**config.mk**
```make
export PLATFORM = sky130hd
export DESIGN_NAME = coin_credit_fsm
export DESIGN_NICKNAME = d
export VERILOG_FILES = /design/src/rtl/coin_credit_fsm.sv
export SDC_FILE = /design/constraint.sdc
export NUM_CORES = 1
export LEC_CHECK = 0
export BUFFER_PORTS_ARGS = -buffer_cell sky130_fd_sc_hd__buf_2
export CAP_MARGIN = 20
export CELL_PAD_IN_SITES_DETAIL_PLACEMENT = 1
export CELL_PAD_IN_SITES_GLOBAL_PLACEMENT = 2
export CORE_AREA = 2 2 39 41
export DETAILED_ROUTE_END_ITERATION = 10
export DIE_AREA = 0 0 41 43
export PLACE_DENSITY = 0.5
export SLEW_MARGIN = 10
export SYNTH_ARGS = -nofsm -noshare
export SYNTH_HDL_FRONTEND = slang
export SYNTH_SLANG_ARGS = --single-unit
```
**constraint.sdc**
```tcl
create_clock -name clk -period 1.1 [get_ports clk]
set_input_delay 0.22 -clock clk [delete_from_list [all_inputs] [get_ports clk]]
set_output_delay 0.22 -clock clk [all_outputs]
set_load 0.05 [all_outputs]
```
**src/rtl/coin_credit_fsm.sv**
```systemverilog
module coin_credit_fsm (
  input  logic       clk,
  input  logic       rst,
  input  logic       dime,
  input  logic       quarter,
  output logic [2:0] state,
  output logic       paid
);

  localparam logic [2:0] C_ZERO   = 3'b000;
  localparam logic [2:0] C_TEN    = 3'b001;
  localparam logic [2:0] C_TWENTY = 3'b010;
  localparam logic [2:0] C_MID    = 3'b011;
  localparam logic [2:0] C_PAID   = 3'b100;

  logic q2, q1, q0;
  logic d2, d1, d0;
  logic [2:0] nxt;

  assign {q2, q1, q0} = state;

  // minimised excitation equations; the Q2=1 column is folded to one code
  assign d2 = q2 | (quarter & (q1 | q0)) | (dime & q1 & q0);
  assign d1 = (quarter & ~q0) | q1 | (dime & q0);
  assign d0 = (quarter & ~q0) | (q0 & ~dime) | (dime & ~q0);

  assign nxt = d2 ? C_PAID : {1'b0, d1, d0};

  always_ff @(posedge clk) begin
    if (rst) state <= C_ZERO;
    else     state <= nxt;
  end

  assign paid = state[2];

  p_reset_r1: assert property (@(posedge clk) rst |=> (state == C_ZERO && !paid));

  p_hold_r2: assert property (@(posedge clk) disable iff (rst)
    (!state[2] && !dime && !quarter) |=> $stable(state));

  p_dime_step_r3: assert property (@(posedge clk) disable iff (rst)
    (state == C_TWENTY && dime && !quarter) |=> state == C_MID);

  p_dime_top_r4: assert property (@(posedge clk) disable iff (rst)
    (state == C_MID && dime) |=> state == C_PAID);

  p_quarter_zero_r5: assert property (@(posedge clk) disable iff (rst)
    (state == C_ZERO && quarter && !dime) |=> state == C_MID);

  p_quarter_up_r6: assert property (@(posedge clk) disable iff (rst)
    (state == C_TEN && quarter) |=> state == C_PAID);

  p_sticky_r7: assert property (@(posedge clk) disable iff (rst)
    state[2] |=> state == C_PAID);

  p_legal_code_r8: assert property (@(posedge clk) disable iff (rst)
    state[2] |-> state[1:0] == 2'b00);

  // input contract: one coin per cycle while credit is below 35
  p_one_coin_r9: assert property (@(posedge clk) disable iff (rst)
    !state[2] |-> !(dime && quarter));

endmodule

```
==> reports/summary.txt, run 1 <==
final wirelength -> 409 um
Cell Int Power -> 0.361 mW
CP startpoint kind -> register
number of global-route vias before repair -> 168
Post-Place Setup Slack -> -9.41 ps
post-synth net total -> 19
reg2reg start -> state[0]$_SDFF_PP0_
Core Area -> 1380 um^2
setup ws final -> 5.63 ps
Synth top area share -> 0.421
Yosys cell types -> 12
DP Cell Count -> 39
Finished Cell Area -> 259 um^2
Comb power frac -> 0.390
htree depth -> 1
Yosys reg bits -> 3
Post-Syn Instances -> 15
DRC viols -> 0
CP Data Arrival Time -> 870 ps
final setup TNS -> 0 ps
Largest Register -> state
number of flip-flops under the largest register name -> 3
clk_skew -> 2.82 ps
hold_sp -> rst
first-pass GRT wire length -> 690 um
sequential share of power -> 0.272
Power Density -> 2230 nW/um^2
nets@finish -> 32
routed wire length per instance -> 9.51 um
Hold Violations, Final -> 0
RSZ-0062 raised after global routing -> yes
Psw -> 0.218 mW
Max VDD drop -> 0.000600 V
clk sinks -> 3
DRT iter0 DRCs -> 2
Leak -> 0.108 nW
PortBufs -> 7
Finished Layout Cells -> 43
Final Wtd Congestion -> 0.617
synth top area cells -> dfxtp_1 (42%), mux2_2 (7.9%), o21ai_0 (7.0%)
Net Sw Frac -> 0.376
num rows -> 14
most frequent cells in the layout -> buf_2 (4), clkbuf_4 (3), buf_4 (3), dfxtp_4 (2)
status -> finished, final reports clean
fin crit share -> 0.995
synthesis-to-finish area growth -> 81.6%
syn avg cell area -> 9.51 um^2
root buf cell -> clkbuf_4
die area -> 1760 um^2
# Max-Cap Violations -> 0
Yosys warnings -> 0
Worst Reg-to-Reg Cells -> 2
largest net degree at the start of global routing -> 6
Max Buffers Root-to-Sink -> 2
latest clock arrival within the worst-skew pair -> 240 ps
remaining antenna violation count -> 0
drt pass-1 iters -> 4
Power Total -> 0.578 mW
hold_ws -> 184 ps
die height -> 43 um
Worst slew margin -> 0.805
antenna diode count -> 0
initial antenna violation count -> 0
count of final max-slew check failures -> 0
gr usage total -> 0.0631
cell area after synthesis -> 143 um^2
largest area contributor in the netlist -> dfxtp_1
WP data required -> 880 ps
total gr overflow -> 0
CP Launch Point -> state[2]$_SDFF_PP0_
hold crit path type -> in -> reg
via count -> 159
CTS tree -> yes
Final setup viols -> 0
Initial Util -> 0.103
clock group share of total power -> 0.338
hold depth -> 2
sequential area share after synthesis -> 0.421
biggest regs -> state x3
vias per cell -> 3.70
FMAX -> 914 MHz
post-place instance area -> 214 um^2
I/O pin count -> 8
Die Span X -> 41 um
Setup crit end kind -> output port
Worst-Margin Slew -> 289 ps
layout cell share with drive strength beyond 1 -> 0.593
type of the worst setup path -> reg -> out
most common cell after layout, fill and taps aside -> buf_2
clk slew on worst S/H paths -> 40 ps
post-layout util -> 0.187
largest fanout on the critical path -> 5
post-DP HPWL -> 341 um
number of buffers created by CTS -> 3
crit path time final -> 1090 ps
Yosys cell counts:
cell	number
xnor2_1	1
a31oi_1	1
mux2_2	1
o41ai_1	1
buf_4	1
nor3_1	1
nand2_1	1
dfxtp_1	3
o21ai_0	2
xor2_1	1
or4_1	1
a21oi_1	1
final cells by class:
class / instances / area, um^2
Fill cell: 167 / 1120
Sequential cell: 3 / 68.8
Multi-Input combinational cell: 11 / 75.1
Tap cell: 16 / 20.0
Clock buffer: 4 / 26.3
Timing Repair Buffer: 9 / 68.8
metal layers:
layer  wire length, um  vias to the layer above  global-route usage
met5                 0                        -                   0
met4                 0                        0              0.0200
met3                20                        0              0.0628
met2               247                        4              0.0969
met1               142                       74              0.0543
li1                  -                       81                   -
critical path: stages, from the launching register on:
cell,delay (ps)
dfxtp_2,320
buf_4,130
buf_4,190
repair_timing:
action                     4_1_cts  5_1_grt
hold buffers                     0        0
buffers inserted                 0        0
setup endpoints to repair        4        5
gates resized for setup          4        3
pin swaps                        0        0
path summary, 6_finish.rpt:
path	endpoint	slack, ps
max reg2reg	state[1]$_SDFF_PP0_	30
min reg2reg	state[1]$_SDFF_PP0_	540
min	state[2]$_SDFF_PP0_	180
max	state[2]	6
power groups by stage:
stage          Combinational, mW  Sequential, mW  Clock (mW)
2_1_floorplan             0.0718           0.230           0
4_1_cts                    0.218           0.157       0.208
3_3_place_gp               0.199           0.158           0
3_5_place_dp               0.200           0.160           0
5_1_grt                    0.239           0.161       0.216
6_report                   0.226           0.157       0.195
cells by family (layout without fill, tap and decap cells):
group	count (synthesis)	count (layout)	synth area share
AO/OA/AOI/OAI	5	5	0.211
flip-flops	3	3	0.421
AND/OR/NAND/NOR	3	3	0.114
XOR/XNOR	2	2	0.123
multiplexers	1	1	0.0789
buffers and inverters	1	13	0.0527
No activity file was read; power rests on OpenSTA's default activity.
==> run 2: changes to the inputs <==
CELL_PAD_IN_SITES_DETAIL_PLACEMENT = default   (was 1)
CELL_PAD_IN_SITES_GLOBAL_PLACEMENT = default   (was 2)
PLACE_DENSITY = 0.37   (was 0.5)
==> run 2 against run 1 <==
  * Cell count fell by 4.7%
  * Fmax is 2.1% higher
  * Via count decreased by 1.3%
  * Largest power group unchanged
  * Combinational power decreased by 17%
  * Power decreased by 6.6%
  * Clock power is 5% lower
  * Worst hold slack better by 21 ps
  * Design area decreased by 7.2%
  * Largest cell class unchanged
  * Sequential power grew 6%
==> reports/summary.txt, run 2 (synthesis gave the netlist of run 1 again) <==
# Post-CTS Setup Buffers -> 0 (unchanged)
R2R setup slack -> 40 ps (about the same)
Comb power frac -> 0.347 (-0.043)
Core Area -> 1380 um^2 (unchanged)
Worst path max stage delay -> 360 ps (+40 ps)
setup ws final -> 27.7 ps (+22.0 ps)
Power Total -> 0.540 mW (-6.6%)
CP Data Arrival Time -> 850 ps (-20 ps)
I/O pin count -> 8 (unchanged)
biggest regs -> state x3
Initial Util -> 0.103 (unchanged)
status -> finished, final reports clean
Power Density -> 2250 nW/um^2 (+0.73%)
die height -> 43 um (unchanged)
Finished Cell Area -> 240 um^2 (-7.2%)
number of flip-flops under the largest register name -> 3 (unchanged)
Cell Int Power -> 0.335 mW (-7.2%)
via count -> 157 (-1.3%)
Worst-Margin Slew -> 235 ps (-53.8 ps)
hold_ws -> 204 ps (+20.5 ps)
Post-Place Setup Slack -> 18.6 ps (+28.0 ps)
root buf cell -> clkbuf_4
num rows -> 14 (unchanged)
Die Span X -> 41 um (unchanged)
met1 usage -> 0.0577 (+0.00338)
post-place instance area -> 199 um^2 (-7.0%)
Largest Register -> state
Worst slew margin -> 0.842 (+0.0367)
gr usage total -> 0.0552 (-0.00796)
Hold Violations, Final -> 0 (unchanged)
routed wire length per instance -> 9.41 um (-1.0%)
count of final max-slew check failures -> 0 (unchanged)
Critical path buffers and inverters -> 1 (-1)
DP Cell Count -> 37 (-5.1%)
Psw -> 0.206 mW (-5.5%)
layout cell share with drive strength beyond 1 -> 0.600 (+0.00741)
clk slew on worst S/H paths -> 40 ps (about the same)
most common cell after layout, fill and taps aside -> clkbuf_4
filler cell count -> 161 (-3.6%)
Setup crit end kind -> output port
Final setup viols -> 0 (unchanged)
initial antenna violation count -> 0 (unchanged)
DRT iter0 DRCs -> 2 (unchanged)
first-pass GRT wire length -> 593 um (-14%)
hold crit path type -> in -> reg
remaining antenna violation count -> 0 (unchanged)
die area -> 1760 um^2 (unchanged)
synthesis-to-finish area growth -> 68.4%
Max Buffers Root-to-Sink -> 2 (unchanged)
Finished Layout Cells -> 41 (-4.7%)
Leak -> 0.0984 nW (-8.5%)
final wirelength -> 386 um (-5.6%)
latest clock arrival within the worst-skew pair -> 230 ps (about the same)
Final Wtd Congestion -> 0.516 (-16%)
GRT busiest layer -> met4
antenna diode count -> 0 (unchanged)
Max VDD drop -> 0.000453 V (-25%)
type of the worst setup path -> reg -> out
clock group share of total power -> 0.344 (+0.006)
number of buffers created by CTS -> 3 (unchanged)
clk sinks -> 3 (unchanged)
vias per cell -> 3.83 (+3.6%)
Net Sw Frac -> 0.380 (+0.00416)
met3 Resource Use GR -> 0.0157 (-0.0471)
sequential share of power -> 0.309 (+0.037)
DRC viols -> 0 (unchanged)
CTS tree -> yes
FMAX -> 933 MHz (+2.1%)
met2 usage -> 0.0688 (-0.0281)
RSZ-0062 raised after global routing -> no
htree depth -> 1 (unchanged)
largest net degree at the start of global routing -> 7 (+1)
final setup TNS -> 0 ps (unchanged)
PortBufs -> 7 (unchanged)
crit path time final -> 1070 ps (-22.0 ps)
most frequent cells in the layout -> clkbuf_4 (5), buf_2 (4), o21ai_0 (2), dfxtp_4 (2)
CP startpoint kind -> register
largest fanout on the critical path -> 5 (unchanged)
clk_skew -> 2.08 ps (-0.733 ps)
total gr overflow -> 0 (unchanged)
number of global-route vias before repair -> 163 (-3.0%)
post-layout util -> 0.174 (-0.0136)
WP data required -> 880 ps (about the same)
# Max-Cap Violations -> 0 (unchanged)
nets@finish -> 30 (-6.3%)
fin crit share -> 0.975 (-0.0200)
Top delay family on crit path -> flip-flops
CP max stage cell -> dfxtp_4
critical path cell sequence -> buf_2
drt pass-1 iters -> 2 (-2)
-- run 2: final timing paths --
check / startpoint / end / depth (start not counted)
setup reg to reg: state[0]$_SDFF_PP0_ / state[1]$_SDFF_PP0_ / 2
hold reg to reg: state[2]$_SDFF_PP0_ / state[0]$_SDFF_PP0_ / 1
setup / recovery: state[1]$_SDFF_PP0_ / state[1] / 1
hold / removal: rst / state[2]$_SDFF_PP0_ / 2
-- run 2: timing repair --
item,4_1_cts,5_1_grt
hold buffers,0,0
setup endpoints to repair,1,4
resized for setup,0,5
-- run 2: power groups by stage --
| stage | sequential, mW | combinational (mW) | clock (mW) |
|---|---|---|---|
| floorplan | 0.230 | 0.0718 | 0 |
| global placement | 0.163 | 0.172 | 0 |
| detailed placement | 0.167 | 0.174 | 0 |
| CTS | 0.166 | 0.175 | 0.198 |
| global route | 0.172 | 0.200 | 0.205 |
| finish | 0.167 | 0.187 | 0.186 |
-- run 2: final cells by class --
cell class,count,area (um^2),share of cell area
Multi-Input combinational cell,11,82.6,0.344
Tap cell,16,20.0,0.0833
Clock buffer,4,26.3,0.109
Timing Repair Buffer,7,42.5,0.177
Sequential cell,3,68.8,0.286
-- run 2: worst reg2reg max path, stage by stage, from the launching register on --
cell and delay, ps:
dfxtp_4 350, or4_1 540, o41ai_2 70
-- run 2: metal layers --
| layer | wire, um | up-vias |
|---|---|---|
| met1 | 174 | 74 |
| li1 | - | 75 |
| met5 | 0 | - |
| met2 | 172 | 8 |
| met3 | 39 | 0 |
| met4 | 0 | 0 |
